### config.mk
export PLATFORM = sky130hd
export DESIGN_NAME = i2c_scl_gen
export DESIGN_NICKNAME = d
export VERILOG_FILES = /design/src/rtl/i2c_scl_pkg.sv /design/src/rtl/i2c_scl_ctrl_reg.sv /design/src/rtl/i2c_scl_phase_calc.sv /design/src/rtl/i2c_scl_master_flag.sv /design/src/rtl/i2c_scl_gen.sv
export SDC_FILE = /design/constraint.sdc
export NUM_CORES = 1
export LEC_CHECK = 0
export BUFFER_PORTS_ARGS = -buffer_cell sky130_fd_sc_hd__buf_4
export CORE_MARGIN = 4
export CORE_UTILIZATION = 60
export DETAILED_ROUTE_END_ITERATION = 10
export PLACE_DENSITY = 0.85
export SKIP_CTS_REPAIR_TIMING = 1
export SLEW_MARGIN = 20
export SYNTH_ARGS = -nofsm -noshare
export SYNTH_HDL_FRONTEND = slang
export SYNTH_SLANG_ARGS = --single-unit
### constraint.sdc
create_clock -name clk -period 6.7 [get_ports clk]
set_clock_uncertainty 0.05 [all_clocks]
set_input_delay 0.67 -clock clk [delete_from_list [all_inputs] [get_ports clk]]
set_output_delay 0.67 -clock clk [all_outputs]
set_load 0.02 [all_outputs]
### src/rtl/i2c_scl_pkg.sv
package i2c_scl_pkg;
    localparam int CCR_W = 12;
    localparam int CNT_W = CCR_W + 4;

    typedef enum logic [1:0] {
        ST_IDLE = 2'd0,
        ST_LOW  = 2'd1,
        ST_HIGH = 2'd2
    } scl_state_e;

    typedef struct packed {
        logic             fast;
        logic             duty;
        logic [CCR_W-1:0] ccr;
    } scl_cfg_t;
endpackage

### src/rtl/i2c_scl_ctrl_reg.sv
module i2c_scl_ctrl_reg
    import i2c_scl_pkg::*;
(
    input  logic                 clk,
    input  logic                 rst_n,
    input  logic                 wr,
    input  logic [15:0]          wdata,
    output scl_cfg_t             cfg,
    output logic [15:0]          rdata
);
    localparam int FAST_BIT = 15;
    localparam int DUTY_BIT = 14;
    localparam int PAD_W    = 14 - CCR_W;

    scl_cfg_t cfg_q;

    always_ff @(posedge clk or negedge rst_n) begin
        if (!rst_n) begin
            cfg_q <= '0;
        end else if (wr) begin
            cfg_q.fast <= wdata[FAST_BIT];
            cfg_q.duty <= wdata[DUTY_BIT];
            cfg_q.ccr  <= wdata[CCR_W-1:0];
        end
    end

    assign cfg   = cfg_q;
    assign rdata = {cfg_q.fast, cfg_q.duty, {PAD_W{1'b0}}, cfg_q.ccr};
endmodule

### src/rtl/i2c_scl_phase_calc.sv
module i2c_scl_phase_calc
    import i2c_scl_pkg::*;
(
    input  scl_cfg_t          cfg,
    output logic [CNT_W-1:0]  high_len,
    output logic [CNT_W-1:0]  low_len
);
    localparam logic [CCR_W-1:0] MIN_NORM = CCR_W'(4);
    localparam logic [CCR_W-1:0] MIN_DUTY = CCR_W'(1);

    logic             wide_duty;
    logic [CCR_W-1:0] floor_val;
    logic [CCR_W-1:0] ccr_eff;
    logic [CNT_W-1:0] c;

    always_comb begin
        wide_duty = cfg.fast & cfg.duty;
        floor_val = wide_duty ? MIN_DUTY : MIN_NORM;
        ccr_eff   = (cfg.ccr < floor_val) ? floor_val : cfg.ccr;
        c         = CNT_W'(ccr_eff);
        if (wide_duty) begin
            high_len = (c << 3) + c;
            low_len  = c << 4;
        end else if (cfg.fast) begin
            high_len = c;
            low_len  = c << 1;
        end else begin
            high_len = c;
            low_len  = c;
        end
    end
endmodule

### src/rtl/i2c_scl_master_flag.sv
module i2c_scl_master_flag (
    input  logic clk,
    input  logic rst_n,
    input  logic enable,
    input  logic start_req,
    input  logic stop_req,
    input  logic arb_lost,
    output logic halt,
    output logic start_go,
    output logic master
);
    logic master_q;

    assign halt     = stop_req | arb_lost | ~enable;
    assign start_go = start_req & ~halt & ~master_q;

    always_ff @(posedge clk or negedge rst_n) begin
        if (!rst_n) begin
            master_q <= 1'b0;
        end else if (halt) begin
            master_q <= 1'b0;
        end else if (start_go) begin
            master_q <= 1'b1;
        end
    end

    assign master = master_q;
endmodule

### src/rtl/i2c_scl_gen.sv
module i2c_scl_gen
    import i2c_scl_pkg::*;
(
    input  logic        clk,
    input  logic        rst_n,
    input  logic        enable,
    input  logic        ctrl_wr,
    input  logic [15:0] ctrl_wdata,
    output logic [15:0] ctrl_rdata,
    input  logic        start_req,
    input  logic        stop_req,
    input  logic        arb_lost,
    input  logic        scl_in,
    output logic        scl_drive_low,
    output logic        master,
    output logic        busy
);
    scl_cfg_t         cfg;
    logic [CNT_W-1:0] high_len;
    logic [CNT_W-1:0] low_len;
    logic             halt;
    logic             start_go;

    scl_state_e       state_q, state_d;
    logic [CNT_W-1:0] cnt_q, cnt_d;

    i2c_scl_ctrl_reg u_reg (
        .clk   (clk),
        .rst_n (rst_n),
        .wr    (ctrl_wr),
        .wdata (ctrl_wdata),
        .cfg   (cfg),
        .rdata (ctrl_rdata)
    );

    i2c_scl_phase_calc u_calc (
        .cfg      (cfg),
        .high_len (high_len),
        .low_len  (low_len)
    );

    i2c_scl_master_flag u_flag (
        .clk       (clk),
        .rst_n     (rst_n),
        .enable    (enable),
        .start_req (start_req),
        .stop_req  (stop_req),
        .arb_lost  (arb_lost),
        .halt      (halt),
        .start_go  (start_go),
        .master    (master)
    );

    // State register
    always_ff @(posedge clk or negedge rst_n) begin
        if (!rst_n) begin
            state_q <= ST_IDLE;
            cnt_q   <= '0;
        end else begin
            state_q <= state_d;
            cnt_q   <= cnt_d;
        end
    end

    // Next state; lengths are sampled only on phase entry
    always_comb begin
        state_d = state_q;
        cnt_d   = cnt_q;
        if (halt) begin
            state_d = ST_IDLE;
            cnt_d   = '0;
        end else begin
            unique case (state_q)
                ST_IDLE: begin
                    if (start_go) begin
                        state_d = ST_LOW;
                        cnt_d   = low_len - CNT_W'(1);
                    end
                end
                ST_LOW: begin
                    if (cnt_q == '0) begin
                        state_d = ST_HIGH;
                        cnt_d   = high_len - CNT_W'(1);
                    end else begin
                        cnt_d = cnt_q - CNT_W'(1);
                    end
                end
                ST_HIGH: begin
                    if (scl_in) begin
                        if (cnt_q == '0) begin
                            state_d = ST_LOW;
                            cnt_d   = low_len - CNT_W'(1);
                        end else begin
                            cnt_d = cnt_q - CNT_W'(1);
                        end
                    end
                end
                default: begin
                    state_d = ST_IDLE;
                    cnt_d   = '0;
                end
            endcase
        end
    end

    // Outputs
    always_comb begin
        scl_drive_low = (state_q == ST_LOW);
        busy          = (state_q != ST_IDLE);
    end
endmodule

# [Yosys cells after proc, flatten, opt, wreduce, memory -nomap -nowiden]
# Cells that the tools add are included.
[totals] word_cells=50 input_bits=24 out_inout_bits=19 register_bits=33
[op_classes] n_eq_ne=6 bitwise_logic=8 n_reduce_logical=6 order_cmp=1 add_sub_neg=4 n_mux=19
[ops] op="two-way mux 16 bit" count=7
[ops] op="case mux 16 bit (3 select lines)" count=1
[ops] op="subtractor 16 x 1 -> 16 bit, second input constant" count=3
[ops] op="adder 15 x 12 -> 16 bit" count=1
[ops] op="logical NOT 16 bit" count=1
[ops] op="two-way mux 13 bit" count=1
[ops] op="less-than comparator 12 bit" count=1
[ops] op="two-way mux 12 bit" count=1
[ops] op="two-way mux 2 bit" count=5
[ops] op="!= test 3 x 2 -> 1 bit, second input constant" count=3
[ops] op="case mux 2 bit (3 select lines)" count=1
[ops] op="AND reduction 4 bit" count=1
[ops] op="nonzero test 2 bit" count=2
[ops] op="AND 1 bit" count=3
[ops] op="two-way mux 3 bit" count=1
[ops] op="!= test 3 x 1 -> 1 bit, second input constant" count=1
[ops] op="NOT 1 bit" count=3
[ops] op="equality test 2 x 1 -> 1 bit, second input constant" count=1
[ops] op="equality test 2 bit, second input constant" count=1
[ops] op="logical NOT 2 bit" count=1
[ops] op="two-way mux 1 bit" count=2
[ops] op="bitwise OR 1 bit" count=2
[ops] op="AND reduction 2 bit" count=1

# [Logic depth before layout (Yosys ltp)]
# Gate-level depths: netlist of the first run.
[depth] word_depth=11 depth_mapped=17

# [By module]
# From an unflattened synthesis of the first run, not the netlist that was laid out.
[hier_totals] hier_cells=487 hier_area_um2=3816.2
[by_module_without_submodules] mod="i2c_scl_gen" instances=1 area_per_inst_um2=2085.8 cells_per_inst=287
[by_module_without_submodules] mod="i2c_scl_phase_calc" instances=1 area_per_inst_um2=1031.0 cells_per_inst=149
[by_module_without_submodules] mod="i2c_scl_ctrl_reg" instances=1 area_per_inst_um2=643.1 cells_per_inst=46
[by_module_without_submodules] mod="i2c_scl_master_flag" instances=1 area_per_inst_um2=56.3 cells_per_inst=5

# [Least setup slack after synthesis of the first run]
# No wires, ideal clock.
[synth_timing] path_type="reg2reg" start="reg u_reg.cfg_q, in the netlist u_reg.cfg[8]" end="reg cnt_q[13]" required_ps=6524 arrival_time_ps=4204 synth_period_minus_slack_ps=4380 path_slack_ps=2320 setup_time_ps=126 stages_incl_launch_ff=18 cell_sequence="dfrtp_1 > buf_2 > nor4_2 > and3_1 > buf_2 > a21oi_1 > a21oi_1 > ha_1 > ha_1 > a21o_1 > mux2i_1 > o2111a_1 > or3b_4 > a2111o_1 > a2111o_1 > nand2_1 > nand3b_1 > a221o_1"
[synth_via] elab_chain_len=9 elab_cells_between_ends=14 cone_classes="add/sub (3); order compare (1); mux (10)"
[synth_lines] element="start: declaration" line_no="i2c_scl_ctrl_reg.sv:15" text="scl_cfg_t cfg_q;"
[synth_lines] element="less-than comparator 12 bit" line_no="i2c_scl_phase_calc.sv:19" text="ccr_eff = (cfg.ccr < floor_val) ? floor_val : cfg.ccr;"
[synth_lines] element="two-way mux 12 bit *" line_no="i2c_scl_phase_calc.sv:19"
[synth_lines] element="parallel branches: the longest is 5 deep, another holds adder 15 x 12 -> 16 bit"
[synth_lines] element="case mux 16 bit (3 select lines) *" line_no="i2c_scl_gen.sv:73" text="unique case (state_q)"
[synth_lines] element="two-way mux 16 bit *" line_no="i2c_scl_gen.sv:69" text="if (halt) begin"
[synth_lines] element="end signal: assignment" line_no="i2c_scl_gen.sv:61" text="cnt_q <= cnt_d;"
[synth_lines] element="end: declaration" line_no="i2c_scl_gen.sv:25" text="logic [CNT_W-1:0] cnt_q, cnt_d;"
# Mark *: on every way between the ends. The select of a mux whose other input is x is not followed.
# A chain may end at the register's enable or synchronous reset.

# [Worst setup path after layout of the first run]
[layout_timing] start="reg u_reg.cfg_q, in the netlist u_reg.cfg[12]" end="reg cnt_q[13]"
[layout_via] elab_chain_len=11 elab_cells_between_ends=16 cone_classes="add/sub (3); order compare (1); mux (11); bitwise (1)"
[layout_lines] element="AND 1 bit *" line_no="i2c_scl_phase_calc.sv:17" text="wide_duty = cfg.fast & cfg.duty;"
[layout_lines] element="parallel branches: the longest is 8 deep, another holds adder 15 x 12 -> 16 bit"
[layout_lines] element="case mux 16 bit (3 select lines) *" line_no="i2c_scl_gen.sv:73"
[layout_lines] element="two-way mux 16 bit *" line_no="i2c_scl_gen.sv:69"
# Marks and branches as above.

==> flow_summary.json, run 1 <==
{
  "post_synth_num_cell_types": 75,
  "cpLargestDelayFamily": "compound AO/OA/AOI/OAI gates",
  "layout.nets": 542,
  "design.die.area_um2": 7770,
  "syn_avg_cell_area_um2": 7.57,
  "syn2layout_area_growth_pct": 7.15,
  "r2r-start": "u_reg.cfg[12]",
  "clk_pin_slew_worst_paths_ps": 80,
  "drt_pass1_iterations": 6,
  "placed_area_um2": 4040,
  "portbufs": 38,
  "route.detailed.drc": 0,
  "timing.critical_path.cells": "nand2_1 > a21oi_1 > ha_1 > ha_1 > a21o_1 > mux2i_1 > o2111a_1 > or3b_4 > a2111o_1 > a2111o_1 > nand2_1 > nand3b_1 > a221o_1",
  "sequential_fraction_of_design_power": 0.312,
  "worst-r2r-setup-slack_ps": 1580,
  "route.detailed.vias_per_inst": 6.84,
  "finalSetupViolCount": 0,
  "post-synth-top-area-fraction": 0.214,
  "wire_length_of_the_first_global_routing_pass_mm": 17.4,
  "grt.busiest_layer": "met2",
  "antenna_violations_before_repair": 0,
  "number_of_drc_violations_after_detailed_routing_iteration_0": 501,
  "grt_pass1_vias": 3703,
  "power_density_nw_per_um2": 200,
  "cap_violations": 0,
  "placement_rows": 28,
  "core_area_um2": 6060,
  "timing.critical_path.slowest_cell_delay_ps": 980,
  "drt-wirelength-per-cell_um": 18.1,
  "cts_max_level": 2,
  "ioPinCount": 43,
  "final_routed_wirelength_across_all_metal_layers_mm": 10.6,
  "r2r_cells": 13,
  "final_min_period_over_clock_period": 0.764,
  "final-max-slew-violation-count": 0,
  "chipWidth_um": 88.1,
  "yosys_warnings": 0,
  "share_clk_of_total_power": 0.186,
  "power.share.switching": 0.460,
  "synth_flop_cell": "sky130_fd_sc_hd__dfrtp_1",
  "diodes": 0,
  "post_synth_instance_area_um2": 3850,
  "comb_power_share": 0.503,
  "tightest_slew_ps": 1010,
  "die-height_um": 88.1,
  "syn-instance-count": 509,
  "cp_data_arrival_time_ps": 5240,
  "min-delay-path-class": "in -> async",
  "power_switching_mw": 0.380,
  "synth-edff-count": 0,
  "cts.sink_count": 33,
  "critical_path_buf_inv_count": 0,
  "groute.usage.overall": 0.278,
  "layout.cells.non_filler": 584,
  "drive_gt1_frac": 0.139,
  "portion_of_the_post_synthesis_area_used_by_sequential_elements": 0.214,
  "final_hold_viol_count": 0,
  "clockBufferDepth": 2,
  "grtUsageMet2": 0.452,
  "synth.top_cells.by_area": "sky130_fd_sc_hd__dfrtp_1 (21%), sky130_fd_sc_hd__nor2_1 (5.4%), sky130_fd_sc_hd__nand2_1 (5.1%)",
  "fin_crit_ps": 5120,
  "clockRootBuffer": "sky130_fd_sc_hd__clkbuf_8",
  "crit_fanout": 26,
  "whs_ps": 272,
  "p_int_mw": 0.446,
  "gp_routability_congestion": 0.920,
  "synth-async-reset-ratio": 1.00,
  "ir_drop_mv": 0.146,
  "status": "complete, no violations",
  "numCtsBuffers": 5,
  "grtUsageMet1": 0.376,
  "cell_with_the_largest_stage_delay_on_the_worst_path": "sky130_fd_sc_hd__dfrtp_1",
  "grt.overflow.total": 0,
  "start_kind": "register",
  "total_leakage_power_nw": 1.75,
  "floorplan.initialDensity": 0.636,
  "clkLatencyLatePin_ps": 290,
  "vias": 3997,
  "required_ps": 6820,
  "detail-route-antenna-nets": 0,
  "grt_max_degree": 36,
  "totalNegativeSetupSlack_ps": 0,
  "fmax_mhz": 195,
  "dp_hpwl_mm": 7.32,
  "final_area_um2": 4130,
  "worstSetupPathType": "reg -> reg",
  "reg2reg_to": "cnt_q[13]",
  "cts_tree": "yes",
  "grt_setup_unrepaired": "false",
  "dominant_cell_type_by_area_after_synthesis": "sky130_fd_sc_hd__dfrtp_1",
  "endpoint_kind": "register",
  "fin_util": 0.681,
  "placedCellCount": 576,
  "synth.ff_latch_count": 33,
  "gr-usage-met3": 0.0386,
  "slew_headroom": 0.325
}
[worst max path at each step]
stage | slack (ps) | end | cells past startpoint | start
after floorplan | 2320 | cnt_q[13] | 17 | u_reg.cfg[8]
after global placement | 1840 | cnt_q[13] | 13 | u_reg.cfg[12]
after detailed placement | 1700 | cnt_q[13] | 15 | u_reg.cfg[8]
after CTS | 1680 | cnt_q[13] | 15 | u_reg.cfg[8]
after global routing | 1300 | cnt_q[13] | 13 | u_reg.cfg[12]
final | 1580 | cnt_q[13] | 13 | u_reg.cfg[12]
[per-layer routing]
| layer | share of wire | wire length, µm | vias up |
|---|---|---|---|
| li1 | - | - | 1902 |
| met1 | 0.43 | 4600 | 1873 |
| met2 | 0.47 | 4960 | 188 |
| met3 | 0.069 | 735 | 34 |
| met4 | 0.026 | 279 | 0 |
| met5 | 0 | 0 | - |
[cell type report]
cell class	count	area, µm²
multi-input combinational	416	2770
timing repair buffer	41	308
clock buffer	5	68.8
clock inverter	3	17.5
inverter	11	41.3
sequential	33	826
tap	75	93.8
fill	511	1930
[per-stage QoR]
stage          total power [mW]  setup WS (ps)
6_report                  0.826           1580
3_3_place_gp              0.649           1840
3_5_place_dp              0.664           1700
5_1_grt                   0.884           1300
2_1_floorplan             0.568           2320
4_1_cts                   0.819           1680
[Yosys cell counts (all sizes together) (6+ instances only)]
master,count
o211ai,6
xnor2,21
a21oi,28
dfrtp,33
clkbuf,34
o21ai,23
a2111oi,6
ha,10
mux2,11
nor2,56
xor2,17
nor3,15
nand3,11
a31oi,12
nand2b,6
a221oi,6
a211oi,6
o21a,7
buf,16
nand2,52
o22ai,10
nand4,6
nor4,10
inv,10
mux2i,12
[power groups by stage]
stage	combinational (mW)	sequential, mW	clock, mW
2_1_floorplan	0.330	0.238	0
3_3_place_gp	0.391	0.258	0
3_5_place_dp	0.405	0.259	0
4_1_cts	0.409	0.255	0.155
5_1_grt	0.459	0.260	0.164
6_report	0.415	0.257	0.153
[kinds of logic (layout without fill, tap and decap cells)]
logic type | count (synthesis) | in the layout | synth area share
other cells | 1 | 2 | 0.000973
mux | 23 | 23 | 0.0633
simple gates | 183 | 183 | 0.233
compound gates | 159 | 159 | 0.298
xor+xnor | 38 | 38 | 0.0864
fa+ha+maj | 11 | 11 | 0.0351
flops | 33 | 33 | 0.214
buf+inv | 61 | 60 | 0.0685
[cells in the final DEF, fill, tap and decap left out, drive strengths merged, types with 6 or more instances in the layout]
cell / count
xor2: 17
inv: 10
nor4: 10
o211ai: 6
nand2: 52
a221oi: 6
mux2i: 12
nand3: 11
a211oi: 6
xnor2: 21
a2111oi: 6
buf: 41
o21ai: 23
nand2b: 6
o21a: 7
nand4: 6
nor2: 56
ha: 10
mux2: 11
a21oi: 28
dfrtp: 33
a31oi: 12
o22ai: 10
nor3: 15
[state kept, by name (all words and copies together) (netlist names)]
signal / count
cnt_q: 16
state_q: 2
u_flag.master: 1
u_reg.cfg: 14
Note: power is estimated with default switching activity, not from simulation.
==> run 2, diff against run 1 <==
==> constraint.sdc (replaced) <==
create_clock -name clk -period 5.1 [get_ports clk]
set_clock_uncertainty 0.05 [all_clocks]
set_input_delay 0.51 -clock clk [delete_from_list [all_inputs] [get_ports clk]]
set_output_delay 0.51 -clock clk [all_outputs]
set_load 0.02 [all_outputs]
==> run 2 against run 1 <==
  * Power rose by 45%
  * Setup slack got worse by 1100 ps
  * Sequential cell count did not move
  * Sequential power rose by 18%
  * Combinational power rose by 42%
  * Critical path depth rose by 2
  * First-iteration DRC count fell by 10%
  * Clock power rose by 98%
  * Largest cell class unchanged
  * Die area did not move
  * Critical endpoint is now cnt_q[15]
  * Via count rose by 3.3%
  * Register-to-register slack got worse by 1100 ps
==> flow_summary.json, run 2 (synthesized netlist as in run 1, its figures left out) <==
{
  "regMostFlops": "cnt_q",
  "cp_data_arrival_time_ps": 4720,
  "critPathLaunch": "u_reg.cfg[7]",
  "share_clk_of_total_power": 0.253,
  "layout.nets": 553,
  "drt-wirelength-per-cell_um": 18.1,
  "clockRootBuffer": "sky130_fd_sc_hd__clkbuf_8",
  "floorplan.initialDensity": 0.636,
  "wire_length_of_the_first_global_routing_pass_mm": 17.9,
  "route.detailed.drc": 0,
  "ir_drop_mv": 0.166,
  "worstSetupPathType": "reg -> reg",
  "cts_tree": "yes",
  "r2r-start": "u_reg.cfg[7]",
  "tightest_slew_ps": 1010,
  "final_hold_viol_count": 0,
  "design.die.area_um2": 7770,
  "power.share.switching": 0.419,
  "totalNegativeSetupSlack_ps": 0,
  "numCtsBuffers": 5,
  "layout_commonest_cell": "sky130_fd_sc_hd__nor2_1",
  "cap_violations": 0,
  "required_ps": 5220,
  "cpLargestDelayFamily": "compound AO/OA/AOI/OAI gates",
  "cts_max_level": 2,
  "core_area_um2": 6060,
  "route.detailed.vias_per_inst": 6.94,
  "grt.overflow.total": 0,
  "endpoint_kind": "register",
  "worst-r2r-setup-slack_ps": 490,
  "clkLatencyLatePin_ps": 290,
  "die-height_um": 88.1,
  "placement_rows": 28,
  "crit_fanout": 9,
  "critical_path_buf_inv_count": 0,
  "drive_gt1_frac": 0.158,
  "finalSetupViolCount": 0,
  "grt_max_degree": 36,
  "layout_common_cells": "sky130_fd_sc_hd__nor2_1 (55), sky130_fd_sc_hd__nand2_1 (52), sky130_fd_sc_hd__buf_4 (52)",
  "portbufs": 38,
  "grt_setup_unrepaired": "false",
  "fin_crit_ps": 4610,
  "power_switching_mw": 0.501,
  "power.total_mw": 1.20,
  "fmax_mhz": 217,
  "post-route-worst-setup-slack_ps": 494,
  "sequential_fraction_of_design_power": 0.253,
  "number_of_drc_violations_after_detailed_routing_iteration_0": 449,
  "r2r_cells": 15,
  "groute.usage.overall": 0.287,
  "grt_pass1_vias": 3765,
  "detailedPlace.worstSlack_ps": 566,
  "drt_pass1_iterations": 5,
  "dp_hpwl_mm": 7.58,
  "cell_with_the_largest_stage_delay_on_the_worst_path": "sky130_fd_sc_hd__dfrtp_1",
  "status": "complete, no violations",
  "detail-route-antenna-nets": 0,
  "timing.critical_path.slowest_cell_delay_ps": 510,
  "min-delay-path-class": "in -> async",
  "diodes": 0,
  "power_density_nw_per_um2": 281,
  "final_routed_wirelength_across_all_metal_layers_mm": 10.8,
  "slew_headroom": 0.327,
  "largest_reg_flops": 16,
  "ioPinCount": 43,
  "antenna_violations_before_repair": 0,
  "comb_power_share": 0.494,
  "gp_routability_congestion": 0.943,
  "chipWidth_um": 88.1,
  "syn2layout_area_growth_pct": 10.5,
  "p_int_mw": 0.696,
  "vias": 4130,
  "final-max-slew-violation-count": 0,
  "clk_pin_slew_worst_paths_ps": 80,
  "whs_ps": 115,
  "final_min_period_over_clock_period": 0.903,
  "start_kind": "register",
  "cts.sink_count": 33,
  "reg2reg_to": "cnt_q[15]",
  "clockBufferDepth": 2,
  "total_leakage_power_nw": 1.83,
  "timing.critical_path.cells": "nor4_2 > and3_1 > a21oi_1 > a21oi_1 > ha_1 > ha_1 > a21o_1 > mux2i_1 > o2111a_1 > or3b_4 > a2111o_1 > a2111o_1 > nor3_2 > xnor2_1 > a41oi_2"
}
-- run 2: worst max path at each step --
| stage | slack, ps | to | depth (start not counted) |
|---|---|---|---|
| 2_1_floorplan | 720 | cnt_q[13] | 17 |
| 3_3_place_gp | 650 | cnt_q[13] | 15 |
| 3_5_place_dp | 570 | cnt_q[13] | 15 |
| 4_1_cts | 530 | cnt_q[15] | 15 |
| 5_1_grt | 230 | cnt_q[13] | 15 |
| 6_report | 490 | cnt_q[15] | 15 |
-- run 2: cell type report --
cell class	count	area (µm²)
inverter	11	41.3
clock inverter	3	65.1
sequential	33	826
multi-input combinational	416	2770
timing repair buffer	52	390
clock buffer	5	68.8
fill	520	1800
tap	75	93.8
-- run 2: metal layers --
layer	up-vias	track usage	wire length (µm)
met5	-	0	0
met4	0	0.102	323
met3	41	0.0405	933
met2	231	0.452	5020
met1	1944	0.401	4520
li1	1914	-	-
-- run 2: metrics by stage --
step / instance area, µm² / utilization / instances
CTS: 4260 / 0.703 / 595
detailed placement: 4120 / 0.680 / 587
finish: 4260 / 0.703 / 595
global route: 4260 / 0.703 / 595
global placement: 4120 / 0.680 / 587
floorplan: 3860 / - / 510
-- run 2: power by group through the flow --
stage	clock [mW]	combinational, mW	sequential, mW
finish	0.303	0.591	0.303
global placement	0	0.558	0.306
global route	0.313	0.651	0.305
detailed placement	0	0.576	0.307
CTS	0.306	0.579	0.302
floorplan	0	0.434	0.313
==> run 3, diff against run 2 <==
--- a/config.mk
+++ b/config.mk
@@ -6,6 +6,7 @@
 export NUM_CORES = 1
 export LEC_CHECK = 0
 export BUFFER_PORTS_ARGS = -buffer_cell sky130_fd_sc_hd__buf_4
+export CORE_ASPECT_RATIO = 1.5
 export CORE_MARGIN = 4
 export CORE_UTILIZATION = 60
 export DETAILED_ROUTE_END_ITERATION = 10
==> run 3 against run 2 <==
  * Setup slack worse by 33 ps
  * Core utilization decreased by 1.5 points
  * Clock power shrank 13%
  * Critical path type unchanged
  * Highest routed layer unchanged
==> flow_summary.json, run 3 (synthesized netlist as in run 1, its figures left out) <==
{
  "status": "complete, no violations",
  "ir_drop_mv": 0.195,
  "p_int_mw": 0.663,
  "layout_commonest_cell": "sky130_fd_sc_hd__nor2_1",
  "diodes": 0,
  "crit_fanout": 6,
  "worst-r2r-setup-slack_ps": 460,
  "dp_hpwl_mm": 7.67,
  "final-max-slew-violation-count": 0,
  "placement_rows": 35,
  "final_routed_wirelength_across_all_metal_layers_mm": 10.8,
  "endpoint_kind": "register",
  "drive_gt1_frac": 0.157,
  "power_switching_mw": 0.493,
  "detail-route-antenna-nets": 0,
  "cp_data_arrival_time_ps": 4780,
  "drt_pass1_iterations": 5,
  "r2r_cells": 15,
  "regMostFlops": "cnt_q",
  "die-height_um": 106,
  "min-delay-path-class": "in -> async",
  "vias": 4000,
  "layout.cells.non_filler": 595,
  "fmax_mhz": 216,
  "cap_violations": 0,
  "worstSetupPathType": "reg -> reg",
  "ioPinCount": 43,
  "fin_crit_ps": 4640,
  "clockBufferDepth": 2,
  "groute.usage.overall": 0.286,
  "finalSetupViolCount": 0,
  "cts_tree": "yes",
  "share_clk_of_total_power": 0.229,
  "clkLatencyLatePin_ps": 300,
  "drt-wirelength-per-cell_um": 18.1,
  "sequential_fraction_of_design_power": 0.258,
  "layout.nets": 554,
  "portbufs": 38,
  "largest_reg_flops": 16,
  "placedCellCount": 587,
  "grt_pass1_vias": 3993,
  "clk_pin_slew_worst_paths_ps": 80,
  "power.share.switching": 0.426,
  "number_of_drc_violations_after_detailed_routing_iteration_0": 358,
  "core_area_um2": 6170,
  "wire_length_of_the_first_global_routing_pass_mm": 18.1,
  "totalNegativeSetupSlack_ps": 0,
  "numCtsBuffers": 5,
  "tightest_slew_ps": 1050,
  "clockRootBuffer": "sky130_fd_sc_hd__clkbuf_8",
  "layout_common_cells": "sky130_fd_sc_hd__nor2_1 (55), sky130_fd_sc_hd__buf_4 (53), sky130_fd_sc_hd__nand2_1 (52)",
  "required_ps": 5240,
  "cts.sink_count": 33,
  "gp_routability_congestion": 0.976,
  "power.total_mw": 1.16,
  "total_leakage_power_nw": 1.83,
  "start_kind": "register",
  "design.die.area_um2": 7790,
  "syn2layout_area_growth_pct": 10.2,
  "grt_max_degree": 36,
  "grt_setup_unrepaired": "false",
  "grt.overflow.total": 0,
  "route.detailed.drc": 0,
  "slew_headroom": 0.301,
  "comb_power_share": 0.512,
  "route.detailed.vias_per_inst": 6.72,
  "whs_ps": 108,
  "final_hold_viol_count": 0,
  "floorplan.initialDensity": 0.624,
  "power_density_nw_per_um2": 272,
  "antenna_violations_before_repair": 0,
  "final_min_period_over_clock_period": 0.909,
  "chipWidth_um": 73.4,
  "cts_max_level": 2
}
## run 3: cell types whose count changed in the layout (fill, tap and decap cells not counted)
cell	previous run	this run
sky130_fd_sc_hd__clkbuf_1	0	1
sky130_fd_sc_hd__buf_4	52	53
sky130_fd_sc_hd__bufinv_16	2	1
sky130_fd_sc_hd__clkinv_2	1	0
sky130_fd_sc_hd__clkbuf_8	5	6
## run 3: path summary, 6_finish.rpt
kind | from | end
worst max-delay path | u_reg.cfg[9] | cnt_q[13]
worst min-delay path | rst_n | cnt_q[1]
worst max register to register | u_reg.cfg[9] | cnt_q[13]
worst min register to register | u_flag.master | u_flag.master
max in group asynchronous | rst_n | u_reg.cfg[9]
min in group clk | ctrl_wdata[1] | u_reg.cfg[1]
## run 3: routing by layer
metal  GRT usage  vias to the layer above  part of all wire
met5           0                        -                 0
met4       0.146                        0             0.034
met3      0.0445                       33             0.052
met2       0.489                      145              0.52
met1       0.336                     1903              0.39
li1            -                     1919                 -
## run 3: power by group through the flow
stage / logic, mW / clock network, mW / registers (mW)
after global placement: 0.561 / 0 / 0.302
after global routing: 0.649 / 0.281 / 0.301
after floorplan: 0.434 / 0 / 0.313
after CTS: 0.583 / 0.266 / 0.298
final: 0.592 / 0.265 / 0.299
after detailed placement: 0.578 / 0 / 0.303
## run 3: worst max-delay path, cell delays in order (launching register included)
cell	delay (ps)
sky130_fd_sc_hd__dfrtp_1	410
sky130_fd_sc_hd__nor4_2	530
sky130_fd_sc_hd__and3_1	360
sky130_fd_sc_hd__a21oi_1	120
sky130_fd_sc_hd__a21oi_1	210
sky130_fd_sc_hd__ha_1	280
sky130_fd_sc_hd__ha_1	200
sky130_fd_sc_hd__a21o_1	200
sky130_fd_sc_hd__mux2i_1	220
sky130_fd_sc_hd__o2111a_1	260
sky130_fd_sc_hd__or3b_4	410
sky130_fd_sc_hd__a2111o_1	430
sky130_fd_sc_hd__a2111o_1	370
sky130_fd_sc_hd__nand2_1	90
sky130_fd_sc_hd__nand3b_1	70
sky130_fd_sc_hd__a221o_1	330
## run 3: metrics by stage
stage,area (µm²),utilization,setup WS [ps]
after floorplan,3860,-,720
final,4250,0.688,462
after global routing,4250,0.688,168
after global placement,4130,0.669,559
after detailed placement,4130,0.669,497
after CTS,4250,0.688,481
## run 3: cell type report
cell class              instances  area (µm²)
clock buffers                   7        86.3
clock inverters                 1        30.0
fillers                       536        1930
inverters                      11        41.3
multi-input cells             416        2770
flip-flops and latches         33         826
well taps                      74        92.6
repair buffers                 53         398
